**src/rtl/refarb_pkg.sv**
```systemverilog
package refarb_pkg;

    typedef enum logic [1:0] {
        OWN_NONE = 2'd0,
        OWN_DISP = 2'd1,
        OWN_REF  = 2'd2,
        OWN_CPU  = 2'd3
    } owner_e;

    function automatic logic [15:0] interval_cycles(input logic [2:0] code);
        logic [15:0] v;
        case (code)
            3'd0:    v = 16'd47;
            3'd1:    v = 16'd78;
            3'd2:    v = 16'd156;
            3'd3:    v = 16'd312;
            3'd4:    v = 16'd468;
            3'd5:    v = 16'd624;
            3'd6:    v = 16'd936;
            default: v = 16'd1248;
        endcase
        return v;
    endfunction

endpackage

```
**src/rtl/refarb_timer.sv**
```systemverilog
module refarb_timer #(
    parameter int TMR_W = 11,
    parameter int SEL_W = 3
) (
    input  logic             clk,
    input  logic             rst_n,
    input  logic             cfg_wr,
    input  logic [SEL_W-1:0] cfg_sel,
    output logic             due
);
    typedef struct packed {
        logic [TMR_W-1:0] tmr;
        logic [SEL_W-1:0] sel;
    } tmr_state_t;

    localparam logic [TMR_W-1:0] TMR_ONE = TMR_W'(1);

    tmr_state_t st_d, st_q;

    always_comb begin
        st_d = st_q;
        due  = 1'b0;
        if (cfg_wr) begin
            st_d.sel = cfg_sel;
            st_d.tmr = TMR_W'(refarb_pkg::interval_cycles(cfg_sel));
        end else if (st_q.tmr == TMR_ONE) begin
            due      = 1'b1;
            st_d.tmr = TMR_W'(refarb_pkg::interval_cycles(st_q.sel));
        end else begin
            st_d.tmr = st_q.tmr - TMR_ONE;
        end
    end

    always_ff @(posedge clk or negedge rst_n) begin
        if (!rst_n) begin
            st_q.sel <= '0;
            st_q.tmr <= TMR_W'(refarb_pkg::interval_cycles(3'd0));
        end else begin
            st_q <= st_d;
        end
    end
endmodule

```
**src/rtl/refarb_backlog.sv**
```systemverilog
module refarb_backlog #(
    parameter int PEND_W = 4
) (
    input  logic              clk,
    input  logic              rst_n,
    input  logic              due,
    input  logic              dec,
    output logic [PEND_W-1:0] pend_q_o,
    output logic              ovf_q_o,
    output logic              avail
);
    localparam logic [PEND_W-1:0] PEND_MAX = {PEND_W{1'b1}};
    localparam logic [PEND_W-1:0] PEND_ONE = PEND_W'(1);

    typedef struct packed {
        logic [PEND_W-1:0] cnt;
        logic              ovf;
    } bl_state_t;

    bl_state_t st_d, st_q;

    always_comb begin
        st_d = st_q;
        if (due && !dec) begin
            if (st_q.cnt == PEND_MAX) st_d.ovf = 1'b1;
            else                      st_d.cnt = st_q.cnt + PEND_ONE;
        end else if (dec && !due) begin
            st_d.cnt = st_q.cnt - PEND_ONE;
        end
        avail = (st_d.cnt != '0);
    end

    always_ff @(posedge clk or negedge rst_n) begin
        if (!rst_n) st_q <= '0;
        else        st_q <= st_d;
    end

    assign pend_q_o = st_q.cnt;
    assign ovf_q_o  = st_q.ovf;
endmodule

```
**src/rtl/refarb_grant.sv**
```systemverilog
module refarb_grant (
    input  logic clk,
    input  logic rst_n,
    input  logic disp_req,
    input  logic cpu_req,
    input  logic ref_done,
    input  logic ref_avail,
    output logic ref_fin,
    output logic disp_gnt,
    output logic ref_gnt,
    output logic cpu_gnt,
    output logic ref_cmd
);
    import refarb_pkg::*;

    typedef struct packed {
        owner_e owner;
        logic   cmd;
    } gr_state_t;

    gr_state_t st_d, st_q;
    logic      bus_free;

    always_comb begin
        st_d     = st_q;
        ref_fin  = (st_q.owner == OWN_REF) && !st_q.cmd && ref_done;
        bus_free = (st_q.owner == OWN_NONE)
                || ((st_q.owner == OWN_DISP) && !disp_req)
                || ((st_q.owner == OWN_CPU)  && !cpu_req)
                || ref_fin;
        st_d.cmd = 1'b0;
        if (bus_free) begin
            if (disp_req)       st_d.owner = OWN_DISP;
            else if (ref_avail) st_d.owner = OWN_REF;
            else if (cpu_req)   st_d.owner = OWN_CPU;
            else                st_d.owner = OWN_NONE;
            st_d.cmd = (st_d.owner == OWN_REF);
        end
    end

    always_ff @(posedge clk or negedge rst_n) begin
        if (!rst_n) begin
            st_q.owner <= OWN_NONE;
            st_q.cmd   <= 1'b0;
        end else begin
            st_q <= st_d;
        end
    end

    assign disp_gnt = (st_q.owner == OWN_DISP);
    assign ref_gnt  = (st_q.owner == OWN_REF);
    assign cpu_gnt  = (st_q.owner == OWN_CPU);
    assign ref_cmd  = st_q.cmd;
endmodule

```
**src/rtl/mem_refresh_arbiter.sv**
```systemverilog
module mem_refresh_arbiter #(
    parameter int TMR_W  = 11,
    parameter int PEND_W = 4
) (
    input  logic              clk,
    input  logic              rst_n,
    input  logic              cfg_wr,
    input  logic [2:0]        cfg_sel,
    input  logic              disp_req,
    output logic              disp_gnt,
    input  logic              cpu_req,
    output logic              cpu_gnt,
    output logic              ref_gnt,
    output logic              ref_cmd,
    input  logic              ref_done,
    output logic [PEND_W-1:0] pend_cnt,
    output logic              pend_ovf
);
    localparam int SEL_W = 3;

    logic due;
    logic ref_fin;
    logic ref_avail;

    refarb_timer #(.TMR_W(TMR_W), .SEL_W(SEL_W)) u_timer (
        .clk     (clk),
        .rst_n   (rst_n),
        .cfg_wr  (cfg_wr),
        .cfg_sel (cfg_sel),
        .due     (due)
    );

    refarb_backlog #(.PEND_W(PEND_W)) u_backlog (
        .clk      (clk),
        .rst_n    (rst_n),
        .due      (due),
        .dec      (ref_fin),
        .pend_q_o (pend_cnt),
        .ovf_q_o  (pend_ovf),
        .avail    (ref_avail)
    );

    refarb_grant u_grant (
        .clk       (clk),
        .rst_n     (rst_n),
        .disp_req  (disp_req),
        .cpu_req   (cpu_req),
        .ref_done  (ref_done),
        .ref_avail (ref_avail),
        .ref_fin   (ref_fin),
        .disp_gnt  (disp_gnt),
        .ref_gnt   (ref_gnt),
        .cpu_gnt   (cpu_gnt),
        .ref_cmd   (ref_cmd)
    );
endmodule

```
**config.mk**
```make
export PLATFORM = sky130hd
export DESIGN_NAME = mem_refresh_arbiter
export DESIGN_NICKNAME = d
export VERILOG_FILES = /design/src/rtl/refarb_pkg.sv /design/src/rtl/refarb_timer.sv /design/src/rtl/refarb_backlog.sv /design/src/rtl/refarb_grant.sv /design/src/rtl/mem_refresh_arbiter.sv
export SDC_FILE = /design/constraint.sdc
export NUM_CORES = 1
export LEC_CHECK = 0
export ABC_AREA = 0
export BUFFER_PORTS_ARGS = -buffer_cell sky130_fd_sc_hd__buf_2
export CAP_MARGIN = 20
export CORE_ASPECT_RATIO = 0.75
export CORE_MARGIN = 2
export CORE_UTILIZATION = 52
export DETAILED_ROUTE_END_ITERATION = 7
export PLACE_DENSITY_LB_ADDON = 0.15
export RECOVER_POWER = 50
export SYNTH_ARGS = -nofsm -noshare
export SYNTH_HDL_FRONTEND = slang
export SYNTH_HIERARCHICAL = 1
export SYNTH_SLANG_ARGS = --single-unit
export TNS_END_PERCENT = 1
```
**constraint.sdc**
```tcl
create_clock -name clk -period 3.2 [get_ports clk]
set_clock_uncertainty 0.2 [all_clocks]
set_input_delay 0.64 -clock clk [delete_from_list [all_inputs] [get_ports clk]]
set_output_delay 0.64 -clock clk [all_outputs]
set_load 0.005 [all_outputs]
```
==> flow_metrics.env, run 1 <==
export IMPL_outcome="finished, final reports clean"
export IMPL_viasPerCell=6.29
export IMPL_cp_max_fo=5
export IMPL_cp_num_buf_inv=0
export IMPL_slew_headroom_pct=20.9
export IMPL_grt_busiest_layer="met1"
export IMPL_grt_usage_pct=26.1
export IMPL_finalSetupTns_ns=0
export IMPL_wl_per_cell_um=16.9
export IMPL_start_kind="flop"
export IMPL_n_antenna_cell=0
export IMPL_cts_sinks=22
export IMPL_fin_crit_sh_pct=97.4
export IMPL_crit_path_max_incr_delay_ns=0.56
export IMPL_hp_class="reg -> reg"
export IMPL_pwr_density_cell_nw_per_um2=586
export IMPL_drc=0
export IMPL_required_ns=3.18
export IMPL_vias=1548
export IMPL_p_leak_nw=0.798
export IMPL_clk_pin_slew_ns=0.09
export IMPL_drive_above_1_share_pct=20.7
export IMPL_crit_chain="ha_1 > nor2b_4 > nand3_2 > nor2_4 > and2b_1 > a221oi_2 > a21oi_1 > or4_4 > nand2b_1 > nor2_1 > a211oi_1"
export IMPL_ant_nets=0
export IMPL_critPathCaptureType="flop"
export IMPL_fin_crit_ns=3.12
export IMPL_setup_violations=0
export IMPL_dieArea_um2=3590
export IMPL_synthTopCellsByArea="dfrtp_1 (26%), dfstp_2 (8.1%), nand2b_1 (3.5%)"
export IMPL_drt_wl_total_mm=4.16
export IMPL_hold_viol_final=0
export IMPL_syn_area_um2=1620
export IMPL_syn_nets=203
export IMPL_seqCellArea_um2=557
export IMPL_drt_iter0_drc=150
export IMPL_instances_no_fill=246
export IMPL_cts_tree="yes"
export IMPL_gp_congestion=0.912
export IMPL_fin_total_pwr_mw=1.10
export IMPL_async_flop_share_pct=100
export IMPL_hold_slack_ns=0.283
export IMPL_synth_enable_flop_cells=0
export IMPL_pin_count=18
export IMPL_max_freq_mhz=321
export IMPL_arrival_ns=3.09
export IMPL_cpLargestDelayFamily="simple AND/OR/NAND/NOR gates"
export IMPL_dp_hpwl_mm=3.03
export IMPL_grtUsageMet1_pct=38.6
export IMPL_grt_pass1_vias=1428
export IMPL_grt_pass1_wl_mm=6.77
export IMPL_drtPass1Iterations=4
export IMPL_synth_cell_types=50
export IMPL_clockBufferDepth=2
export IMPL_rows=17
export IMPL_syn2layout_area_growth_pct=16.0
export IMPL_multi_input_area_um2=1010
export IMPL_dp_cells=240
export IMPL_antenna_found_initial=0
export IMPL_grt_met2_usage_pct=35.9
export IMPL_synth_top_area_cell="dfrtp_1"
export IMPL_maxCapViolCount=0
export IMPL_ir_drop_mv=0.397
export IMPL_start_util_pct=54.9
export IMPL_gr_total_overflow=0
export IMPL_synth_top_area_share_pct=26.2
export IMPL_tritoncts_num_buffers=3
export IMPL_port_buffers=17
export IMPL_h_tree_depth=1
export IMPL_hold_buffers=0
export IMPL_die_h_um=52.4
export IMPL_nets=224
export IMPL_grt_use_met3_pct=5.81
export IMPL_worst_slew_pin_slew_ns=1.19
export IMPL_synth_seq_cells=22
export IMPL_clk_latency_ns=0.27
export IMPL_ys_flop_type="dfrtp_1"
export IMPL_ys_warn_count=6
export IMPL_grt_max_degree=29
export IMPL_fillers=248
export IMPL_core_area_um2=2960
export IMPL_finalMaxSlewViolations=0
export IMPL_syn_avg_cell_area_um2=8.64
export IMPL_worst_setup_path_type="reg -> reg"
export IMPL_synth_seq_area_share_pct=34.3
export IMPL_cts_root_buf="clkbuf_8"
export IMPL_synthCells=188
export IMPL_crit_slowest_cell="or4_4"
export IMPL_die_w_um=68.5
layout make-up:
| cell class | instances | area share [%] |
|---|---|---|
| multi-input combinational | 143 | 53.6 |
| sequential | 22 | 29.5 |
| timing repair buffer | 27 | 8.17 |
| tap | 38 | 2.52 |
| inverter | 12 | 2.39 |
| clock buffer | 3 | 2.19 |
| clock inverter | 1 | 1.59 |
worst paths after layout:
kind,startpoint,end,slack (ns),cells past startpoint
min in group asynchronous,rst_n,u_backlog/ovf_q_o,0.38,1
setup / recovery,u_timer/st_q[3],u_grant/st_q[1],0.08,11
hold / removal,u_backlog/ovf_q_o,u_backlog/ovf_q_o,0.28,1
hold reg to reg,u_backlog/ovf_q_o,u_backlog/ovf_q_o,0.28,1
max in group asynchronous,rst_n,u_grant/ref_cmd,1.71,1
setup reg to reg,u_timer/st_q[3],u_grant/st_q[1],0.08,11
flip-flops by register name, indices dropped and copies added (netlist names):
name,flops
u_backlog/pend_q_o,4
u_timer/st_q,14
u_grant/st_q,2
u_backlog/ovf_q_o,1
u_grant/ref_cmd,1
cell usage after synthesis (4+ instances only):
| cell type | number |
|---|---|
| a21oi_1 | 5 |
| o21ai_0 | 8 |
| nor2_1 | 15 |
| dfstp_2 | 5 |
| xor2_1 | 5 |
| or4_1 | 4 |
| ha_1 | 4 |
| clkbuf_1 | 8 |
| and3_1 | 4 |
| nand2_1 | 13 |
| inv_1 | 12 |
| dfrtp_1 | 17 |
| nand2b_1 | 9 |
| a211oi_1 | 6 |
| a311oi_1 | 4 |
| nor3_1 | 10 |
| nand3_1 | 7 |
| nor2b_1 | 5 |
placed cells by master (no fill, tap or decap), types with 5 or more instances in the layout:
cell | netlist | routed
nand2_1 | 13 | 13
buf_2 | 2 | 15
o21ai_0 | 8 | 8
xor2_1 | 5 | 5
a21oi_1 | 5 | 5
dfstp_2 | 5 | 5
nor3_1 | 10 | 10
nand2b_1 | 9 | 9
nor2_1 | 15 | 14
nand3_1 | 7 | 6
buf_4 | 0 | 9
a211oi_1 | 6 | 6
inv_1 | 12 | 12
dfrtp_1 | 17 | 17
per-layer routing:
layer | vias to the layer above | wire, um | share of wire (%)
li1 | 729 | - | -
met1 | 747 | 1950 | 47
met2 | 60 | 1840 | 44
met3 | 12 | 282 | 6.8
met4 | 0 | 95 | 2.3
met5 | - | 0 | 0
logic make-up after synthesis:
family / Yosys count / share of synthesized area (%)
AND/OR/NAND/NOR: 82 / 28.1
flip-flops: 22 / 34.3
buffers and inverters: 23 / 5.93
AO/OA/AOI/OAI: 44 / 20.0
adder cells (fa/ha/maj): 6 / 5.55
multiplexers: 3 / 1.85
XOR/XNOR: 8 / 4.31
metrics by stage:
step                area [um2]  utilization [%]  setup slack, ns
global route              1880             63.7          -0.0290
finish                    1880             63.7           0.0848
CTS                       1850             62.5          0.00713
floorplan                 1620                -            0.139
detailed placement        1770             59.7           -0.162
global placement          1770             59.7            0.124
where the power goes:
part / internal [mW] / switching, mW / leakage, nW
Combinational: 0.175 / 0.217 / 0.507
Clock: 0.167 / 0.0996 / 0.0357
Sequential: 0.345 / 0.100 / 0.255
Total: 0.688 / 0.417 / 0.798
what timing repair did:
item | CTS | global route
resized for setup | 3 | 6
setup endpoints to repair | 3 | 3
buffers inserted | 0 | 2
No activity file was read; power rests on OpenSTA's default activity.
==> inputs of run 2 (changes only) <==
Settings changed: MAX_ROUTING_LAYER from default to met4.
==> run 2 against run 1 <==
Sequential share of layout area is 0.46 points higher. Critical path depth is 1 lower. Largest cell class unchanged. Global-route usage is 0.47 points higher. Core utilization is 0.97 points lower.
==> flow_metrics.env, run 2 (synthesized netlist as in run 1, its figures left out) <==
export IMPL_cp_max_fo=8
export IMPL_finalMaxSlewViolations=0
export IMPL_finalInstanceArea_um2=1860
export IMPL_pwr_density_cell_nw_per_um2=590
export IMPL_wl_met1_mm=1.95
export IMPL_hold_slack_ns=0.333
export IMPL_hold_viol_final=0
export IMPL_drive_above_1_share_pct=19.4
export IMPL_start_util_pct=54.9
export IMPL_arrival_ns=2.98
export IMPL_dieArea_um2=3590
export IMPL_dp_hpwl_mm=2.97
export IMPL_drt_wl_total_mm=4.05
export IMPL_dr_wl_met2_mm=1.76
export IMPL_fin_crit_sh_pct=93.6
export IMPL_ir_drop_mv=0.344
export IMPL_grt_pass1_wl_mm=6.67
export IMPL_p_leak_nw=0.784
export IMPL_critPathCaptureType="flop"
export IMPL_rsz0062_at_grt="no"
export IMPL_ant_nets=0
export IMPL_wl_per_cell_um=16.6
export IMPL_die_h_um=52.4
export IMPL_outcome="finished, final reports clean"
export IMPL_n_antenna_cell=0
export IMPL_setup_violations=0
export IMPL_layout_commonest_cell="dfrtp_1"
export IMPL_rows=17
export IMPL_place_area_um2=1750
export IMPL_cts_root_buf="clkbuf_8"
export IMPL_slew_headroom_pct=18.7
export IMPL_cts_tree="yes"
export IMPL_nets=222
export IMPL_drc=0
export IMPL_syn2layout_area_growth_pct=14.3
export IMPL_viasPerCell=6.30
export IMPL_drtPass1Iterations=4
export IMPL_layout_common_cells="dfrtp_1 (17), buf_2 (15), nor2_1 (14)"
export IMPL_maxCapViolCount=0
export IMPL_port_buffers=17
export IMPL_start_kind="flop"
export IMPL_die_w_um=68.5
export IMPL_clk_latency_ns=0.27
export IMPL_clockBufferDepth=2
export IMPL_core_area_um2=2960
export IMPL_fin_util_pct=62.8
export IMPL_hold_buffers=0
export IMPL_wl_met3_um=299
export IMPL_grt_pass1_vias=1328
export IMPL_max_freq_mhz=334
export IMPL_regMostFlops="u_timer/st_q"
export IMPL_pin_count=18
export IMPL_grt_usage_pct=26.6
export IMPL_gp_congestion=0.941
export IMPL_hp_class="reg -> reg"
export IMPL_required_ns=3.19
export IMPL_cts_sinks=22
export IMPL_worst_setup_path_type="reg -> reg"
export IMPL_highest_layer="met4"
export IMPL_vias=1538
export IMPL_grt_max_degree=29
export IMPL_worst_slew_pin_slew_ns=1.22
export IMPL_antenna_found_initial=0
export IMPL_tritoncts_num_buffers=3
export IMPL_h_tree_depth=1
export IMPL_fillers=269
export IMPL_largest_reg_flops=14
export IMPL_fin_crit_ns=3.00
export IMPL_drt_iter0_drc=122
export IMPL_clk_pin_slew_ns=0.08
export IMPL_gr_total_overflow=0
[run 2: routing by layer]
layer  GRT usage, %  up-vias
met4           7.00        0
met3           5.38        4
met5              -        -
met2           36.2       61
li1               -      727
met1           39.8      746
[run 2: final cells by class]
cell class                 count  area [um2]  area share, %
tap                           38        47.5           2.56
sequential                    22         557           30.0
clock buffer                   3        41.3           2.23
timing repair buffer          25         139           7.48
clock inverter                 1        30.0           1.62
multi-input combinational    143         996           53.7
inverter                      12        45.0           2.43
[run 2: timing repair]
action,4_1_cts,5_1_grt
endpoints found under the setup margin,0,3
gates resized for setup,0,6
buffers inserted,0,2
[run 2: worst max-delay path, cell delays in order, from the launching register on]
cell	delay [ns]
dfrtp_1	0.42
and2b_1	0.25
nor2b_1	0.55
nor2b_4	0.10
buf_4	0.17
a221oi_2	0.25
a21oi_1	0.08
or4_4	0.55
nand2b_1	0.11
nor2_1	0.05
a211oi_2	0.18
[run 2: power breakdown]
group          leakage (nW)  internal, mW  total, mW  switching, mW
clock                0.0357         0.167      0.265         0.0976
sequential            0.255         0.345      0.444         0.0991
combinational         0.494         0.175      0.385          0.210
[run 2: final timing paths]
kind,startpoint,slack (ns),depth (start not counted),end
setup / recovery,u_grant/st_q[1],0.20,10,u_grant/st_q[1]
hold / removal,u_grant/st_q[2],0.33,1,u_grant/ref_cmd
hold reg to reg,u_grant/st_q[2],0.33,1,u_grant/ref_cmd
setup reg to reg,u_grant/st_q[1],0.20,10,u_grant/st_q[1]
max in group asynchronous,rst_n,1.68,1,u_backlog/pend_q_o[2]
min in group asynchronous,rst_n,0.40,1,u_timer/st_q[11]
[run 2: through the flow]
stage	setup slack [ns]	instances	TNS, ns	total power, mW
after floorplan	0.139	188	0	0.680
after global placement	0.124	238	0	0.795
after detailed placement	-0.00140	238	-0.00140	0.812
after CTS	0.00398	242	0	1.08
after global routing	0.0104	244	0	1.17
final	0.205	244	0	1.09
==> inputs of run 3 (changes only) <==
Settings changed: CELL_PAD_IN_SITES_DETAIL_PLACEMENT from default to 0, CELL_PAD_IN_SITES_GLOBAL_PLACEMENT from default to 1, CORE_UTILIZATION 52 to 40.
==> run 3 against run 2 <==
Worst setup slack got worse by 0.040 ns. Routed wire length rose by 0.57%. Clock-buffer cell count unchanged. Largest power group unchanged. Power grew 0.73%. Register-to-register slack worse by 0.04 ns. Sequential power is essentially flat. Global-route usage decreased by 6.9 points. Die area up 28%. Non-clock buffer count up 1. Fmax shrank 1.3%.
==> flow_metrics.env, run 3 (synthesized netlist as in run 1, its figures left out) <==
export IMPL_finalMaxSlewViolations=0
export IMPL_sw_frac_of_total_pct=36.9
export IMPL_fin_crit_ns=3.04
export IMPL_grtUsageMet1_pct=29.8
export IMPL_port_buffers=17
export IMPL_ff2ff_setup_slack_ns=0.16
export IMPL_drive_above_1_share_pct=21.3
export IMPL_cts_tree="yes"
export IMPL_setup_violations=0
export IMPL_instances_no_fill=262
export IMPL_gr_total_overflow=0
export IMPL_dp_hpwl_mm=2.95
export IMPL_dp_cells=256
export IMPL_grt_use_met3_pct=4.42
export IMPL_antenna_found_initial=0
export IMPL_startpoint="u_timer/st_q[4]"
export IMPL_drtPass1Iterations=4
export IMPL_syn2layout_area_growth_pct=17.1
export IMPL_power_frac_clock_pct=24.0
export IMPL_drc=0
export IMPL_p_leak_nw=0.794
export IMPL_grt_max_degree=29
export IMPL_tritoncts_num_buffers=3
export IMPL_nets=223
export IMPL_cts_sinks=22
export IMPL_fin_crit_sh_pct=94.9
export IMPL_place_area_um2=1780
export IMPL_arrival_ns=3.02
export IMPL_cts_root_buf="clkbuf_8"
export IMPL_start_util_pct=40.8
export IMPL_start_kind="flop"
export IMPL_combPwrFrac_pct=36.1
export IMPL_largest_reg_flops=14
export IMPL_reg2reg_depth=13
export IMPL_fin_util_pct=47.8
export IMPL_worst_slew_pin_slew_ns=1.20
export IMPL_required_ns=3.18
export IMPL_wl_per_cell_um=15.5
export IMPL_holdPathEnd="u_backlog/ovf_q_o"
export IMPL_grt_met2_usage_pct=26.2
export IMPL_layout_commonest_cell="dfrtp_1"
export IMPL_viasPerCell=5.71
export IMPL_grt_usage_pct=19.7
export IMPL_ant_nets=0
export IMPL_layout_common_cells="dfrtp_1 (17), buf_2 (16), nor2_1 (14)"
export IMPL_drt_iter0_drc=108
export IMPL_hold_start="u_backlog/ovf_q_o"
export IMPL_finalSetupTns_ns=0
export IMPL_pwr_density_cell_nw_per_um2=580
export IMPL_critPathCaptureType="flop"
export IMPL_outcome="finished, final reports clean"
export IMPL_rsz0062_at_grt="no"
export IMPL_cp_max_fo=6
export IMPL_n_antenna_cell=0
export IMPL_max_freq_mhz=329
export IMPL_worst_setup_path_type="reg -> reg"
export IMPL_die_h_um=59.2
export IMPL_vias=1495
export IMPL_pin_count=18
export IMPL_hold_buffers=0
export IMPL_hold_viol_final=0
export IMPL_hp_class="reg -> reg"
export IMPL_switchingPower_mw=0.407
export IMPL_core_area_um2=3980
export IMPL_maxCapViolCount=0
export IMPL_gp_congestion=0.839
export IMPL_clk_pin_slew_ns=0.09
export IMPL_grt_pass1_vias=1356
export IMPL_grt_busiest_layer="met1"
export IMPL_regMostFlops="u_timer/st_q"
export IMPL_ir_drop_mv=0.327
export IMPL_clk_latency_ns=0.27
export IMPL_die_w_um=77.6
export IMPL_finalInstanceArea_um2=1900
export IMPL_grt_pass1_wl_mm=6.78
export IMPL_timing_rr_end="u_grant/st_q[1]"
export IMPL_p_int_mw=0.695
export IMPL_drt_wl_total_mm=4.07
export IMPL_fillers=391
export IMPL_seq_power_share_pct=40.0
export IMPL_worst_slack_ns=0.165
export IMPL_r2r_start="u_timer/st_q[4]"
export IMPL_h_tree_depth=1
export IMPL_dp_slack_ns=0.0469
export IMPL_clockBufferDepth=2
export IMPL_rows=20
export IMPL_slew_headroom_pct=20.1
export IMPL_min_delay_path_depth=1
export IMPL_dieArea_um2=4590
run 3: what timing repair did:
item / in CTS / in global routing
buffers inserted: 0 / 2
setup endpoints to repair: 0 / 1
gates resized for setup: 0 / 9
endpoints found under the hold margin: 0 / 0
run 3: cell type report:
| class | instances | area [um2] | area share (%) |
|---|---|---|---|
| multi-input combinational | 143 | 1010 | 53.2 |
| timing repair buffer | 26 | 148 | 7.76 |
| inverter | 12 | 45.0 | 2.37 |
| clock buffer | 3 | 41.3 | 2.17 |
| sequential | 22 | 557 | 29.3 |
| clock inverter | 1 | 30.0 | 1.58 |
| tap | 55 | 68.8 | 3.62 |
run 3: how the worst max path moves through the flow:
stage                            endpoint  slack, ns  cells past startpoint
after floorplan           u_grant/st_q[1]       0.14                     12
after global placement    u_grant/st_q[1]       0.21                     13
after detailed placement  u_grant/st_q[1]       0.05                     10
after CTS                 u_grant/st_q[1]       0.06                     10
after global routing      u_grant/st_q[1]       0.02                     13
final                     u_grant/st_q[1]       0.16                     13
run 3: routing by layer:
metal	wire length, um	up-vias
met2	1680	53
met5	0	-
met1	2020	705
li1	-	735
met3	358	2
met4	15	0
run 3: worst max-delay path, cell delays in order (launching register included):
cell and delay (ns):
dfstp_2 0.56, inv_1 0.07, ha_1 0.21, nor2b_2 0.17, nand3_2 0.11, nor2_4 0.05, buf_4 0.15, or3_1 0.34
o221ai_1 0.09, a211oi_2 0.09, or4_4 0.58, nand2b_1 0.11, nor2_1 0.05, a211oi_2 0.18
run 3: power by group through the flow:
stage               Clock [mW]  Combinational, mW  Sequential [mW]
detailed placement           0              0.370            0.440
global route             0.288              0.441            0.457
global placement             0              0.370            0.438
CTS                      0.278              0.373            0.435
floorplan                    0              0.257            0.422
finish                   0.264              0.398            0.441
run 3: stage by stage:
step           hold WS [ns]  power (mW)
6_report              0.316        1.10
5_1_grt               0.352        1.19
4_1_cts               0.139        1.09
3_5_place_dp          0.287       0.811
3_3_place_gp          0.280       0.808
2_1_floorplan         0.144       0.680
